**config.mk**
```make
export PLATFORM = sky130hd
export DESIGN_NAME = pred_nullify_unit
export DESIGN_NICKNAME = d
export VERILOG_FILES = /design/src/rtl/pnu_pkg.sv /design/src/rtl/pnu_cond_eval.sv /design/src/rtl/pnu_flag_file.sv /design/src/rtl/pnu_annul_fsm.sv /design/src/rtl/pred_nullify_unit.sv
export SDC_FILE = /design/constraint.sdc
export NUM_CORES = 1
export LEC_CHECK = 0
export BUFFER_PORTS_ARGS = -buffer_cell sky130_fd_sc_hd__buf_4
export CAP_MARGIN = 10
export CORE_ASPECT_RATIO = 0.8
export CORE_MARGIN = 2
export CORE_UTILIZATION = 60
export DETAILED_ROUTE_END_ITERATION = 7
export GPL_ROUTABILITY_DRIVEN = 0
export PLACE_DENSITY = 0.82
export SYNTH_ARGS = -nofsm -noshare
export SYNTH_HDL_FRONTEND = slang
export SYNTH_SLANG_ARGS = --single-unit
export TNS_END_PERCENT = 20
```
**constraint.sdc**
```tcl
create_clock -name clk -period 5.5 [get_ports clk]
set_clock_uncertainty 0.05 [all_clocks]
set_input_delay 0.275 -clock clk [delete_from_list [all_inputs] [get_ports clk]]
set_output_delay 0.275 -clock clk [all_outputs]
set_load 0.01 [all_outputs]
```
**src/rtl/pnu_pkg.sv**
```systemverilog
package pnu_pkg;

    typedef enum logic [2:0] {
        OP_PLAIN = 3'd0,
        OP_CMP   = 3'd1,
        OP_SKIP  = 3'd2,
        OP_CMOV  = 3'd3,
        OP_DCMP  = 3'd4
    } op_e;

    typedef enum logic [1:0] {
        CND_EQ  = 2'd0,
        CND_NE  = 2'd1,
        CND_LTU = 2'd2,
        CND_GEU = 2'd3
    } cond_e;

    typedef enum logic {
        ST_CLEAR = 1'b0,
        ST_ANNUL = 1'b1
    } annul_st_e;

endpackage

```
**src/rtl/pnu_cond_eval.sv**
```systemverilog
module pnu_cond_eval
    import pnu_pkg::*;
#(
    parameter int DATA_W = 32
) (
    input  logic [DATA_W-1:0] opnd_a,
    input  logic [DATA_W-1:0] opnd_b,
    input  logic [1:0]        cond,
    output logic              result,
    output logic              a_nonzero,
    output logic              b_zero
);
    cond_e cnd;

    always_comb begin
        cnd = cond_e'(cond);
        unique case (cnd)
            CND_EQ:  result = (opnd_a == opnd_b);
            CND_NE:  result = (opnd_a != opnd_b);
            CND_LTU: result = (opnd_a <  opnd_b);
            CND_GEU: result = (opnd_a >= opnd_b);
        endcase
        a_nonzero = |opnd_a;
        b_zero    = ~|opnd_b;
    end
endmodule

```
**src/rtl/pnu_flag_file.sv**
```systemverilog
module pnu_flag_file #(
    parameter int NUM_FLAGS = 64,
    localparam int SEL_W = $clog2(NUM_FLAGS)
) (
    input  logic                 clk,
    input  logic                 rst_n,
    input  logic                 wr_en,
    input  logic [SEL_W-1:0]     wr_idx,
    input  logic                 wr_val,
    input  logic                 pset_en,
    input  logic [SEL_W-1:0]     pset_idx,
    input  logic                 res_v,
    input  logic [SEL_W-1:0]     res_idx,
    input  logic                 res_val,
    input  logic [SEL_W-1:0]     guard_idx,
    input  logic [SEL_W-1:0]     dst_idx,
    output logic                 guard_val,
    output logic                 guard_pend,
    output logic                 dst_pend,
    output logic [NUM_FLAGS-1:0] flags,
    output logic [NUM_FLAGS-1:0] pend
);
    for (genvar i = 0; i < NUM_FLAGS; i++) begin : g_ent
        if (i == 0) begin : g_hard
            assign flags[i] = 1'b1;
            assign pend[i]  = 1'b0;
        end else begin : g_soft
            logic bit_q;
            logic pnd_q;
            always_ff @(posedge clk or negedge rst_n) begin
                if (!rst_n) begin
                    bit_q <= 1'b0;
                    pnd_q <= 1'b0;
                end else begin
                    if (res_v && res_idx == SEL_W'(i)) begin
                        bit_q <= res_val;
                        pnd_q <= 1'b0;
                    end
                    if (wr_en && wr_idx == SEL_W'(i)) begin
                        bit_q <= wr_val;
                    end
                    if (pset_en && pset_idx == SEL_W'(i)) begin
                        pnd_q <= 1'b1;
                    end
                end
            end
            assign flags[i] = bit_q;
            assign pend[i]  = pnd_q;
        end
    end

    assign guard_val  = flags[guard_idx];
    assign guard_pend = pend[guard_idx];
    assign dst_pend   = pend[dst_idx];

    AST_CMP_LANDS: assert property (@(posedge clk) disable iff (!rst_n)
        (wr_en && wr_idx != '0 && !(res_v && res_idx == wr_idx)) |=> (flags[$past(wr_idx)] == $past(wr_val)));
    AST_RES_CLEARS: assert property (@(posedge clk) disable iff (!rst_n)
        (res_v && !(pset_en && pset_idx == res_idx)) |=> !pend[$past(res_idx)]);
    AST_ZERO_TRUE: assert property (@(posedge clk) disable iff (!rst_n)
        (wr_en && wr_idx == '0) |=> flags[0]);
endmodule

```
**src/rtl/pnu_annul_fsm.sv**
```systemverilog
module pnu_annul_fsm
    import pnu_pkg::*;
(
    input  logic clk,
    input  logic rst_n,
    input  logic slot_taken,
    input  logic arm,
    output logic annul
);
    annul_st_e st_q;
    annul_st_e st_d;

    always_comb begin
        st_d = st_q;
        unique case (st_q)
            ST_CLEAR: if (slot_taken && arm) st_d = ST_ANNUL;
            ST_ANNUL: if (slot_taken)        st_d = ST_CLEAR;
        endcase
    end

    always_ff @(posedge clk or negedge rst_n) begin
        if (!rst_n) st_q <= ST_CLEAR;
        else        st_q <= st_d;
    end

    always_comb begin
        annul = (st_q == ST_ANNUL);
    end

    AST_ANNUL_ONCE: assert property (@(posedge clk) disable iff (!rst_n)
        (annul && slot_taken) |=> !annul);
    AST_BUBBLE_KEEPS: assert property (@(posedge clk) disable iff (!rst_n)
        (annul && !slot_taken) |=> annul);
endmodule

```
**src/rtl/pred_nullify_unit.sv**
```systemverilog
module pred_nullify_unit
    import pnu_pkg::*;
#(
    parameter int NUM_FLAGS = 64,
    parameter int DATA_W    = 32,
    localparam int SEL_W    = $clog2(NUM_FLAGS)
) (
    input  logic                 clk,
    input  logic                 rst_n,
    input  logic                 in_valid,
    input  logic [2:0]           in_op,
    input  logic [SEL_W-1:0]     in_guard,
    input  logic [SEL_W-1:0]     in_dst,
    input  logic [1:0]           in_cond,
    input  logic [DATA_W-1:0]    in_opnd_a,
    input  logic [DATA_W-1:0]    in_opnd_b,
    input  logic                 in_wb_req,
    input  logic                 in_exc_req,
    input  logic                 res_valid,
    input  logic [SEL_W-1:0]     res_idx,
    input  logic                 res_value,
    output logic                 out_stall,
    output logic                 out_wb_en,
    output logic                 out_exc_en,
    output logic [NUM_FLAGS-1:0] out_flags
);
    op_e  op;
    logic cmp_res, a_nz, b_z;
    logic guard_val, guard_pend, dst_pend;
    logic annul, is_cmp_kind, execute, slot_taken;
    logic flag_we, pend_set, arm_skip;
    logic [NUM_FLAGS-1:0] pend_vec;

    assign op = op_e'(in_op);

    pnu_cond_eval #(.DATA_W(DATA_W)) u_cond (
        .opnd_a   (in_opnd_a),
        .opnd_b   (in_opnd_b),
        .cond     (in_cond),
        .result   (cmp_res),
        .a_nonzero(a_nz),
        .b_zero   (b_z)
    );

    pnu_flag_file #(.NUM_FLAGS(NUM_FLAGS)) u_flags (
        .clk       (clk),
        .rst_n     (rst_n),
        .wr_en     (flag_we),
        .wr_idx    (in_dst),
        .wr_val    (cmp_res),
        .pset_en   (pend_set),
        .pset_idx  (in_dst),
        .res_v     (res_valid),
        .res_idx   (res_idx),
        .res_val   (res_value),
        .guard_idx (in_guard),
        .dst_idx   (in_dst),
        .guard_val (guard_val),
        .guard_pend(guard_pend),
        .dst_pend  (dst_pend),
        .flags     (out_flags),
        .pend      (pend_vec)
    );

    pnu_annul_fsm u_fsm (
        .clk       (clk),
        .rst_n     (rst_n),
        .slot_taken(slot_taken),
        .arm       (arm_skip),
        .annul     (annul)
    );

    always_comb begin
        is_cmp_kind = (op == OP_CMP) || (op == OP_DCMP);
        out_stall   = in_valid && !annul &&
                      (guard_pend || (is_cmp_kind && dst_pend));
        slot_taken  = in_valid && !out_stall;
        execute     = slot_taken && !annul && guard_val;
        out_wb_en   = execute && (((op == OP_PLAIN) && in_wb_req) ||
                                  ((op == OP_CMOV) && b_z));
        out_exc_en  = execute && in_exc_req;
        flag_we     = execute && (op == OP_CMP);
        pend_set    = execute && (op == OP_DCMP) && (in_dst != '0);
        arm_skip    = execute && (op == OP_SKIP) && a_nz;
    end

    AST_STALL_QUIET: assert property (@(posedge clk) disable iff (!rst_n)
        out_stall |-> (!out_wb_en && !out_exc_en));
    AST_STALL_WAITS: assert property (@(posedge clk) disable iff (!rst_n)
        (in_valid && !annul && pend_vec[in_guard]) |-> out_stall);
    AST_ANNUL_SILENT: assert property (@(posedge clk) disable iff (!rst_n)
        (in_valid && annul) |-> (!out_stall && !out_wb_en && !out_exc_en));
    AST_FALSE_GUARD: assert property (@(posedge clk) disable iff (!rst_n)
        (in_valid && !out_flags[in_guard]) |-> (!out_wb_en && !out_exc_en));
    AST_CMOV_TEST: assert property (@(posedge clk) disable iff (!rst_n)
        (op == OP_CMOV && in_opnd_b != '0) |-> !out_wb_en);
    AST_FLAG0_HELD: assert property (@(posedge clk) disable iff (!rst_n)
        out_flags[0]);
endmodule

```
Word level (Yosys, flattened, before mapping) --
Index checks and enable logic that the tools add are counted.
Storage, ports and cells: word-level logic and storage cells 871, flip-flop bits (word level) 127, input bits 94, output and inout port bits 67
Cells by class: reductions and logical operators 342, magnitude comparators 4, bitwise gates (word level) 1, equality and inequality tests 135, muxes and demuxes 262
Operator list (number):
- == test 6 bit (second input constant) | 64
- 2-to-1 mux 1 bit | 257
- nonzero test 2 bit | 126
- logical AND 1 bit | 205
- == test 6 x 5 -> 1 bit (second input constant) | 32
- == test 6 x 4 -> 1 bit (second input constant) | 16
- OR reduction 32 bit | 2
- == test 6 x 3 -> 1 bit (second input constant) | 8
- == test 32 bit | 1
- greater-or-equal comparator 32 bit | 1
- less-than comparator 32 bit | 1
- != test 32 bit | 1
- == test 6 x 2 -> 1 bit (second input constant) | 4
- binary-select mux 1 bit (select 6 bit) | 3
- less-than comparator 6 x 7 -> 1 bit (second input constant) | 2
- == test 6 x 1 -> 1 bit (second input constant) | 2
- == test 3 x 2 -> 1 bit (second input constant) | 2
- nonzero test 6 bit | 1
- == test 2 bit (second input constant) | 2
- case mux 1 bit (4 select lines) | 1
- == test 3 x 1 -> 1 bit (second input constant) | 1
- == test 3 bit (second input constant) | 1
- zero test 1 bit | 3
- zero test 3 bit | 1
- other kinds (5) | 7

Depth between registers and ports, before layout --
Gate-level depths: netlist (run 1).
word-level depth 14, gate-level depth with buffers 12, gate-level depth less buffers 10

Hierarchy --
From an unflattened synthesis (run 1), not the netlist that was laid out.
Second synthesis, totals: cell total of the unflattened synthesis 1068, area total of the unflattened synthesis 9744.3 um2
By module, submodules not included:
- pnu_flag_file | instances 1, area each 8548.2 um2, seq. area each 3153.0 um2, cells each 897
- pnu_cond_eval | instances 1, area each 1008.5 um2, seq. area each 0.0 um2, cells each 149
- pred_nullify_unit | instances 1, area each 148.9 um2, seq. area each 0.0 um2, cells each 19
- pnu_annul_fsm | instances 1, area each 38.8 um2, seq. area each 25.0 um2, cells each 3

Least setup slack after synthesis (run 1) --
OpenSTA, ideal clock, no wires.
path kind input-to-reg, start point input in_guard[0], end point register u_flags.g_ent[63].g_soft.pnd_q, required time 5.371 ns, data arrival time 2.806 ns, cell stages on the path 11, path slack 2.564 ns, path through buf_2 -> buf_2 -> mux4_2 -> a22oi_1 -> nand3_1 -> a21oi_1 -> o221ai_2 -> or4b_1 -> buf_2 -> buf_2 -> o21ai_1
On the way: word-level cells in the longest chain between the ends 12, elaborated cells between the ends (all ways) 15, those cells by class mux (5); reduce/logical (10)
Ends and longest elaborated chain:
- start, declared | line pred_nullify_unit.sv:12 | input logic [SEL_W-1:0] in_guard,
- binary-select mux 1 bit (select 6 bit) | line pnu_flag_file.sv:53 | assign guard_pend = pend[guard_idx];
- 2-to-1 mux 1 bit (not written as such) | line pnu_flag_file.sv:53
- logical OR 1 bit | line pred_nullify_unit.sv:76 | (guard_pend || (is_cmp_kind && dst_pend));
- logical AND 1 bit | line pred_nullify_unit.sv:75 | out_stall = in_valid && !annul &&
- zero test 1 bit | line pred_nullify_unit.sv:77 | slot_taken = in_valid && !out_stall;
- logical AND 1 bit | line pred_nullify_unit.sv:77
- logical AND 1 bit | line pred_nullify_unit.sv:78 | execute = slot_taken && !annul && guard_val;
- logical AND 1 bit * | line pred_nullify_unit.sv:78
- logical AND 1 bit * (2 in series) | line pred_nullify_unit.sv:83 | pend_set = execute && (op == OP_DCMP) && (in_dst != '0);
- logical AND 1 bit * | line pnu_flag_file.sv:42 | if (pset_en && pset_idx == SEL_W'(i)) begin
- 2-to-1 mux 1 bit / nonzero test 2 bit (equally long branches)
- end signal, assigned | line pnu_flag_file.sv:33 | pnd_q <= 1'b0;
- end signal, assigned | line pnu_flag_file.sv:37 | pnd_q <= 1'b0;
- end signal, assigned | line pnu_flag_file.sv:43 | pnd_q <= 1'b1;
- end, declared | line pnu_flag_file.sv:29 | logic pnd_q;
Every way passes the cells marked *; elsewhere a longest branch is shown, timed or not. The select of a mux whose other input is x is not followed. A chain may end at the register's enable or synchronous reset.

Final worst setup path (run 1) --
start point input in_guard[0], end point register u_flags.g_ent[6].g_soft.pnd_q
On the way: word-level cells in the longest chain between the ends 12, elaborated cells between the ends (all ways) 15, those cells by class mux (5); reduce/logical (10)
Ends and longest elaborated chain (line):
- binary-select mux 1 bit (select 6 bit) | pnu_flag_file.sv:53
- 2-to-1 mux 1 bit (not written as such) | pnu_flag_file.sv:53
- logical OR 1 bit | pred_nullify_unit.sv:76
- logical AND 1 bit | pred_nullify_unit.sv:75
- zero test 1 bit | pred_nullify_unit.sv:77
- logical AND 1 bit | pred_nullify_unit.sv:77
- logical AND 1 bit | pred_nullify_unit.sv:78
- logical AND 1 bit * | pred_nullify_unit.sv:78
- logical AND 1 bit * (2 in series) | pred_nullify_unit.sv:83
- logical AND 1 bit * | pnu_flag_file.sv:42
- 2-to-1 mux 1 bit / nonzero test 2 bit (equally long branches)
- end signal, assigned | pnu_flag_file.sv:33
- end signal, assigned | pnu_flag_file.sv:37
- end signal, assigned | pnu_flag_file.sv:43
- end, declared | pnu_flag_file.sv:29
Marked as above.

==> flow_summary_export.csv, run 1 <==
group,metric,value,unit
outcome,status,"finished, violations left",
outcome,violations,"DRC",
synth,syn_nets,1121,
place,placed_area,9920,µm²
sta,hold_ws,0.0236,ns
sta,drv_slew,0,
sta,final.setup.tns,0,ns
global_routing,grt_pass1_vias,8189,
place,dp_cells,1229,
routing,wl_met1,11700,µm
global_routing,grt.overflow.total,0,
routing,routed.top_layer,"met4",
synth,syn_area,9130,µm²
power_and_ir_drop,power.density,256,nW/µm²
sta,worst_slew_pin_slew,1.36,ns
clock_tree,clk_pin_slew,0.06,ns
critical_path,cp-end-kind,"flip-flop",
synth,syn_inst,995,
routing,met3WireLength,4800,µm
synth,ys_types,50,
critical_path,timing.rr.end,"u_flags.g_ent[6].g_soft.pnd_q",
job,cap_viol_max_count,0,
critical_path,cp.depth,10,
cells_and_area,layout_common_cells,"buf_4 (166), nand2_1 (150), dfrtp_1 (127)",
die,die_w,142,µm
synth,yosysSeqAreaShare,0.348,
clock_tree,cts-htree-levels,4,
place,portBuffers,159,
critical_path,reg2reg_slack,1.90,ns
critical_path,startpoint,"in_guard[0]",
critical_path,required,5.77,ns
sta,maxSlewHeadroom,0.0904,
critical_path,rr_startpoint,"u_flags.g_ent[59].g_soft.pnd_q",
die,start_util,0.610,
sta,timing.fmax,273,MHz
routing,vias,8703,
global_routing,grt_max_degree,71,
routing,ant_nets,0,
cells_and_area,drive_gt1_frac,0.282,
worst_hold_path,holdCritPathClass,"in -> reg",
global_routing,grt_usage,0.375,
cells_and_area,nFillCells,1089,
die,placeableCoreArea,15000,µm²
worst_hold_path,min_from,"in_valid",
power_and_ir_drop,irDropWorstVdd,223,µV
routing,routedWlPerCell,23.8,µm
synth,avgSynthCellArea,9.18,µm²
clock_tree,clkLatencyLatePin,0.42,ns
clock_tree,cts.sinks,127,
synth,ys_warn_count,0,
routing,vias_per_cell,6.90,
critical_path,cp_max_fo,33,
place,dp_hpwl,21700,µm
critical_path,reg2reg_depth,9,
routing,finalWirelength,30000,µm
critical_path,arrival,3.94,ns
clock_tree,clockBufferDepth,2,
critical_path,worstSetupPathType,"in -> reg",
die,rows,40,
routing,drt_iter0_drc,1583,
global_routing,grt_pass1_wl,45900,µm
critical_path,crit_family,"compound AO/OA/AOI/OAI gates",
sta,rsz0062_at_grt,"no",
critical_path,cpPeakStageDelay,0.69,ns
die,ioPinCount,161,
critical_path,path_cells,"buf_4 -> mux4_2 -> a22oi_1 -> o311ai_1 -> a21oi_1 -> o221ai_2 -> nor3_2 -> buf_4 -> nand4_1 -> o21ai_1",
cells_and_area,layout_commonest_cell,"buf_4",
routing,drc_errors,8,
critical_path,cp_slowest_cell,"nand4_1",
sta,fin_crit,3.67,ns
clock_tree,cts-root-buf,"clkbuf_16",
sta,hold_violations,0,
cells_and_area,nets,1186,
die,dieArea,16200,µm²
synth,synth_seq_cells,127,
sta,final-setup-viol-count,0,
power_and_ir_drop,total_power,2.67,mW
cells_and_area,fin_cells,1261,
cells_and_area,diodes,0,
clock_tree,cts_buffers,17,
die,die_h,114,µm
power_and_ir_drop,p_leak,4.65,nW
cells_and_area,final_cell_area,10400,µm²
sta,fin_crit_sh,0.667,
critical_path,crit_path_start_kind,"input pin",
global_routing,antenna_found_initial,0,
critical_path,crit_top_cell,"buf_4",
clock_tree,cts_tree,"built",
routing,wl_met2,12500,µm
critical_path,crit_end,"u_flags.g_ent[6].g_soft.pnd_q",
cells_and_area,area_growth,14.3,%
routing,drtPass1Iterations,8,
critical_path,critPathBufInv,2,
-- per-stage QoR --
step,setup WS [ns],util
final,1.83,0.697
after global routing,1.66,0.697
after CTS,1.91,0.697
after detailed placement,1.59,0.663
after global placement,1.74,0.663
after floorplan,2.56,-
-- kinds of logic after synthesis --
logic type | Yosys count | synth area share
simple gates | 296 | 0.150
compound gates | 256 | 0.164
buf+inv | 160 | 0.0961
flops | 127 | 0.348
mux | 122 | 0.197
fa+ha+maj | 32 | 0.0438
other cells | 1 | 0.000411
xor+xnor | 1 | 0.000959
-- worst reg2reg max path, delay by kind of cell, from the launching register on --
| family | cells | cell delay, ns |
|---|---|---|
| and+or+nand+nor | 4 | 1.54 |
| DFF | 1 | 0.40 |
| muxes | 1 | 0.31 |
| buffers and inverters | 1 | 0.34 |
| AOI/OAI and AO/OA | 3 | 0.84 |
-- state kept, by name, indices dropped and copies added, names as in the netlist --
register / flops
u_flags.g_ent.g_soft.bit_q: 63
u_flags.g_ent.g_soft.pnd_q: 63
u_fsm.annul: 1
-- report_power, final --
part / switching, mW / leakage, nW / internal (mW) / total [mW]
clock: 0.415 / 0.250 / 0.578 / 0.993
sequential: 0.0619 / 1.73 / 1.00 / 1.06
combinational: 0.317 / 2.67 / 0.296 / 0.612
total: 0.794 / 4.65 / 1.88 / 2.67
-- Yosys cell counts (all sizes together) --
cell	instances	area [µm²]
nand2	150	563
o21bai	1	7.51
a31oi	65	407
o2111ai	3	26.3
o21ai	71	355
or3b	1	8.76
clkbuf	35	131
xnor2	1	8.76
nor3	11	55.1
a2bb2oi	1	8.76
a221oi	4	35.0
buf	86	599
inv	39	146
and2	3	18.8
nor3b	1	7.51
mux2	62	698
o221ai	1	15.0
mux4	40	901
or2	1	6.26
nand3	13	65.1
a21o	8	60.1
nand2b	4	25.0
a211oi	3	22.5
nor4b	1	8.76
nor2	45	169
and4	3	26.3
nor2b	14	87.6
a21boi	3	22.5
conb	1	3.75
or4b	2	23.8
o311ai	2	17.5
a21oi	75	375
o211ai	3	22.5
o2bb2ai	1	8.76
dfrtp	127	3180
nor4	20	125
mux2i	20	200
and3	6	37.5
ha	32	400
a22oi	15	113
nand4	14	87.6
nand3b	7	52.6
-- cell type report --
type | count | area (µm²) | area share
clock buffers | 23 | 458 | 0.0439
clock inverters | 8 | 42.5 | 0.00408
inverters | 39 | 146 | 0.0140
multi-input cells | 708 | 5110 | 0.490
flip-flops and latches | 127 | 3180 | 0.305
well taps | 189 | 236 | 0.0227
repair buffers | 167 | 1260 | 0.120
-- timing repair --
action / in CTS / in global routing
hold buffers: 1 / 0
hold endpoints to repair: 57 / 0
resized for setup: 0 / 0
buffers inserted: 0 / 0
endpoints found under the setup margin: 0 / 0
-- worst min path at each step --
stage / to / slack, ns / cells after the start
after floorplan: u_flags.g_ent[10].g_soft.bit_q / -0.07 / 0
after global placement: u_flags.g_ent[56].g_soft.pnd_q / 0.33 / 1
after detailed placement: u_flags.g_ent[40].g_soft.pnd_q / 0.33 / 1
after CTS: u_fsm.annul / 0.02 / 2
after global routing: u_fsm.annul / 0.01 / 2
final: u_fsm.annul / 0.02 / 2
-- layer usage --
layer / global-route usage / up-vias
li1: - / 3736
met1: 0.533 / 4058
met2: 0.518 / 799
met3: 0.163 / 110
met4: 0.125 / 0
met5: 0 / -
(Power assumes the default switching activity.)
==> run 2, diff against run 1 <==
--- a/config.mk
+++ b/config.mk
@@ -5,14 +5,15 @@
 export SDC_FILE = /design/constraint.sdc
 export NUM_CORES = 1
 export LEC_CHECK = 0
+export ABC_AREA = 1
 export BUFFER_PORTS_ARGS = -buffer_cell sky130_fd_sc_hd__buf_4
 export CAP_MARGIN = 10
 export CORE_ASPECT_RATIO = 0.8
 export CORE_MARGIN = 2
-export CORE_UTILIZATION = 60
+export CORE_UTILIZATION = 59
 export DETAILED_ROUTE_END_ITERATION = 7
 export GPL_ROUTABILITY_DRIVEN = 0
-export PLACE_DENSITY = 0.82
+export PLACE_DENSITY = 0.79
 export SYNTH_ARGS = -nofsm -noshare
 export SYNTH_HDL_FRONTEND = slang
 export SYNTH_SLANG_ARGS = --single-unit
==> constraint.sdc (replaced) <==
create_clock -name clk -period 3.4 [get_ports clk]
set_clock_uncertainty 0.05 [all_clocks]
set_input_delay 0.17 -clock clk [delete_from_list [all_inputs] [get_ports clk]]
set_output_delay 0.17 -clock clk [all_outputs]
set_load 0.01 [all_outputs]
==> run 2 against run 1 <==
Net effect:
- the flow still finishes with violations (DRC)
- first-iteration DRC count rose by 6.5%
- final cell count up 57%
- setup slack worse by 1.2 ns
- clock-buffer cell count decreased by 3
- total power grew 81%
- critical path depth rose by 5
- via count up 39%
- highest routed layer unchanged
==> flow_summary_export.csv, run 2 <==
group,metric,value,unit
outcome,status,"finished, violations left",
outcome,violations,"DRC",
cells_and_area,fin_cells,1979,
cells_and_area,area_growth,14.0,%
power_and_ir_drop,total_power,4.83,mW
worst_hold_path,hold_depth,6,
synth,synth_top_cell_area_share,0.300,
synth,ys_types,28,
sta,drv_slew,0,
place,dp_hpwl,25500,µm
critical_path,arrival,2.52,ns
global_routing,grt_pass1_wl,59800,µm
sta,final.setup.tns,0,ns
cells_and_area,layout_common_cells,"nand2_1 (692), buf_4 (173), inv_1 (150)",
die,die_h,124,µm
sta,rsz0062_at_grt,"no",
synth,ys_async_sr_fraction,1.00,
worst_hold_path,min_to,"u_flags.g_ent[11].g_soft.pnd_q",
routing,ant_nets,0,
place,pre_cts_ws,0.672,ns
global_routing,grt.overflow.total,0,
cells_and_area,drive_gt1_frac,0.128,
global_routing,grt_pass1_vias,11240,
routing,drtPass1Iterations,8,
sta,timing.fmax,365,MHz
critical_path,required,3.18,ns
power_and_ir_drop,irDropWorstVdd,333,µV
synth,synth_common_cells,"nand2_1 (693), inv_1 (150), nand4_1 (130), dfrtp_1 (127)",
sta,maxSlewHeadroom,0.432,
global_routing,grt_usage,0.404,
power_and_ir_drop,clkPwrFrac,0.389,
die,placeableCoreArea,17500,µm²
sta,fin_crit,2.74,ns
synth,syn_area,10600,µm²
clock_tree,cts_setup_buffers,0,
routing,routed.top_layer,"met4",
critical_path,rr_startpoint,"u_flags.g_ent[47].g_soft.bit_q",
die,ioPinCount,161,
worst_hold_path,min_from,"res_idx[5]",
clock_tree,cts_buffers,17,
clock_tree,postCtsHoldBufs,3,
routing,wl_met2,15700,µm
sta,hold_violations,0,
clock_tree,cts-root-buf,"clkbuf_16",
global_routing,grt_max_degree,127,
place,placed_area,11400,µm²
place,portBuffers,159,
synth,avgSynthCellArea,6.25,µm²
routing,routedWlPerCell,19.0,µm
critical_path,reg2reg_depth,11,
sta,fin_crit_sh,0.806,
synth,syn_inst,1695,
power_and_ir_drop,p_leak,6.71,nW
sta,fin_ws,0.658,ns
sta,worst_slew_pin_slew,0.853,ns
power_and_ir_drop,cellInternalPower,3.25,mW
routing,drc_errors,1,
die,rows,43,
cells_and_area,layout_commonest_cell,"nand2_1",
critical_path,timing.rr.end,"u_fsm.annul",
routing,finalWirelength,37700,µm
power_and_ir_drop,swShare,0.327,
sta,hold_ws,0.301,ns
clock_tree,cts_tree,"built",
synth,synth_top_area_cell,"dfrtp_1",
power_and_ir_drop,combPwrFrac,0.250,
clock_tree,clk_pin_slew,0.06,ns
critical_path,crit_path_start_kind,"input pin",
routing,vias,12057,
synth,yosysSeqAreaShare,0.300,
job,cap_viol_max_count,0,
cells_and_area,fin_util,0.691,
power_and_ir_drop,pwr-share-seq,0.362,
cells_and_area,nets,1868,
synth,synth_area_leaders,"dfrtp_1 (30%), nand2_1 (25%), nand4_1 (7.7%)",
synth,ys_warn_count,0,
worst_hold_path,holdCritPathClass,"in -> reg",
synth,synth_seq_cells,127,
routing,wl_met1,14700,µm
critical_path,reg2reg_slack,0.90,ns
routing,vias_per_cell,6.09,
die,start_util,0.606,
synth,yosysMostFrequentCell,"nand2_1",
critical_path,cp-end-kind,"output port",
critical_path,startpoint,"in_dst[0]",
routing,drt_iter0_drc,1686,
sta,final-setup-viol-count,0,
clock_tree,clkLatencyLatePin,0.43,ns
critical_path,worstSetupPathType,"in -> out",
cells_and_area,nFillCells,1539,
cells_and_area,diodes,0,
routing,met3WireLength,6010,µm
synth,synthFlopType,"dfrtp_1",
clock_tree,cts-htree-levels,4,
power_and_ir_drop,power.density,399,nW/µm²
synth,syn_nets,1821,
place,dp_cells,1944,
clock_tree,cts_resized,0,
power_and_ir_drop,p_sw,1.58,mW
clock_tree,clockBufferDepth,2,
clock_tree,cts.sinks,127,
critical_path,cp_max_fo,64,
die,dieArea,19100,µm²
cells_and_area,final_cell_area,12100,µm²
die,die_w,154,µm
synth,synth_edf_count,0,
global_routing,antenna_found_initial,1,
-- run 2: cell types whose count changed in the layout (fill, tap and decap cells not counted), sizes merged, moves of 17 or more --
cell and delta:
a21oi -37, a31oi -65, inv +115, mux2 -61
mux2i +20, mux4 -40, nand2 +543, nand3 +102
nand4 +116, nor2 +73, o21ai -17
-- run 2: how the worst max path moves through the flow --
stage                                           to  slack (ns)  cells after the start
floorplan                                out_stall        1.38                     17
global placement    u_flags.g_ent[47].g_soft.bit_q        0.75                     14
detailed placement  u_flags.g_ent[61].g_soft.bit_q        0.67                     15
CTS                                      out_stall        0.76                     15
global route                             out_stall        0.47                     15
finish                                   out_stall        0.66                     15
-- run 2: cell type report --
cell class / count / area [µm²] / area share
Multi-Input combinational cell: 1259 / 6000 / 0.496
Sequential cell: 127 / 3180 / 0.263
Timing Repair Buffer: 183 / 1470 / 0.121
Inverter: 154 / 578 / 0.0478
Clock buffer: 20 / 447 / 0.0369
Tap cell: 225 / 282 / 0.0233
Clock inverter: 11 / 141 / 0.0117
-- run 2: cell families (layout without fill, tap and decap cells) --
| family | Yosys count | count (layout) | synth area share |
|---|---|---|---|
| flip-flops | 127 | 127 | 0.300 |
| adder cells (fa/ha/maj) | 32 | 32 | 0.0378 |
| multiplexers | 41 | 41 | 0.0388 |
| buffers and inverters | 309 | 368 | 0.138 |
| AND/OR/NAND/NOR | 1086 | 1086 | 0.437 |
| other | 1 | 1 | 0.000354 |
| AO/OA/AOI/OAI | 99 | 99 | 0.0484 |
-- run 2: routing by layer --
| metal | global-route usage | vias up |
|---|---|---|
| met5 | 0 | - |
| met4 | 0.159 | 0 |
| met3 | 0.133 | 139 |
| met2 | 0.589 | 913 |
| met1 | 0.558 | 5491 |
| li1 | - | 5514 |
-- run 2: critical path, stage by stage --
cell and delay (ns):
buf_4 0.34, inv_2 0.32, nor2_1 0.34, nand3_1 0.12, nand3_1 0.10, nor2_1 0.05
nand2_1 0.06, nand2_1 0.04, nand2_1 0.10, nor2_1 0.06, nor2_1 0.18, nor2_4 0.06
buf_12 0.20, nor3_1 0.19, buf_4 0.16
-- run 2: power groups by stage --
stage	combinational (mW)	clock (mW)	sequential (mW)
final	1.20	1.88	1.75
after global placement	1.14	0	1.76
after floorplan	0.805	0	1.72
after global routing	1.32	1.94	1.76
after detailed placement	1.17	0	1.76
after CTS	1.18	1.86	1.74
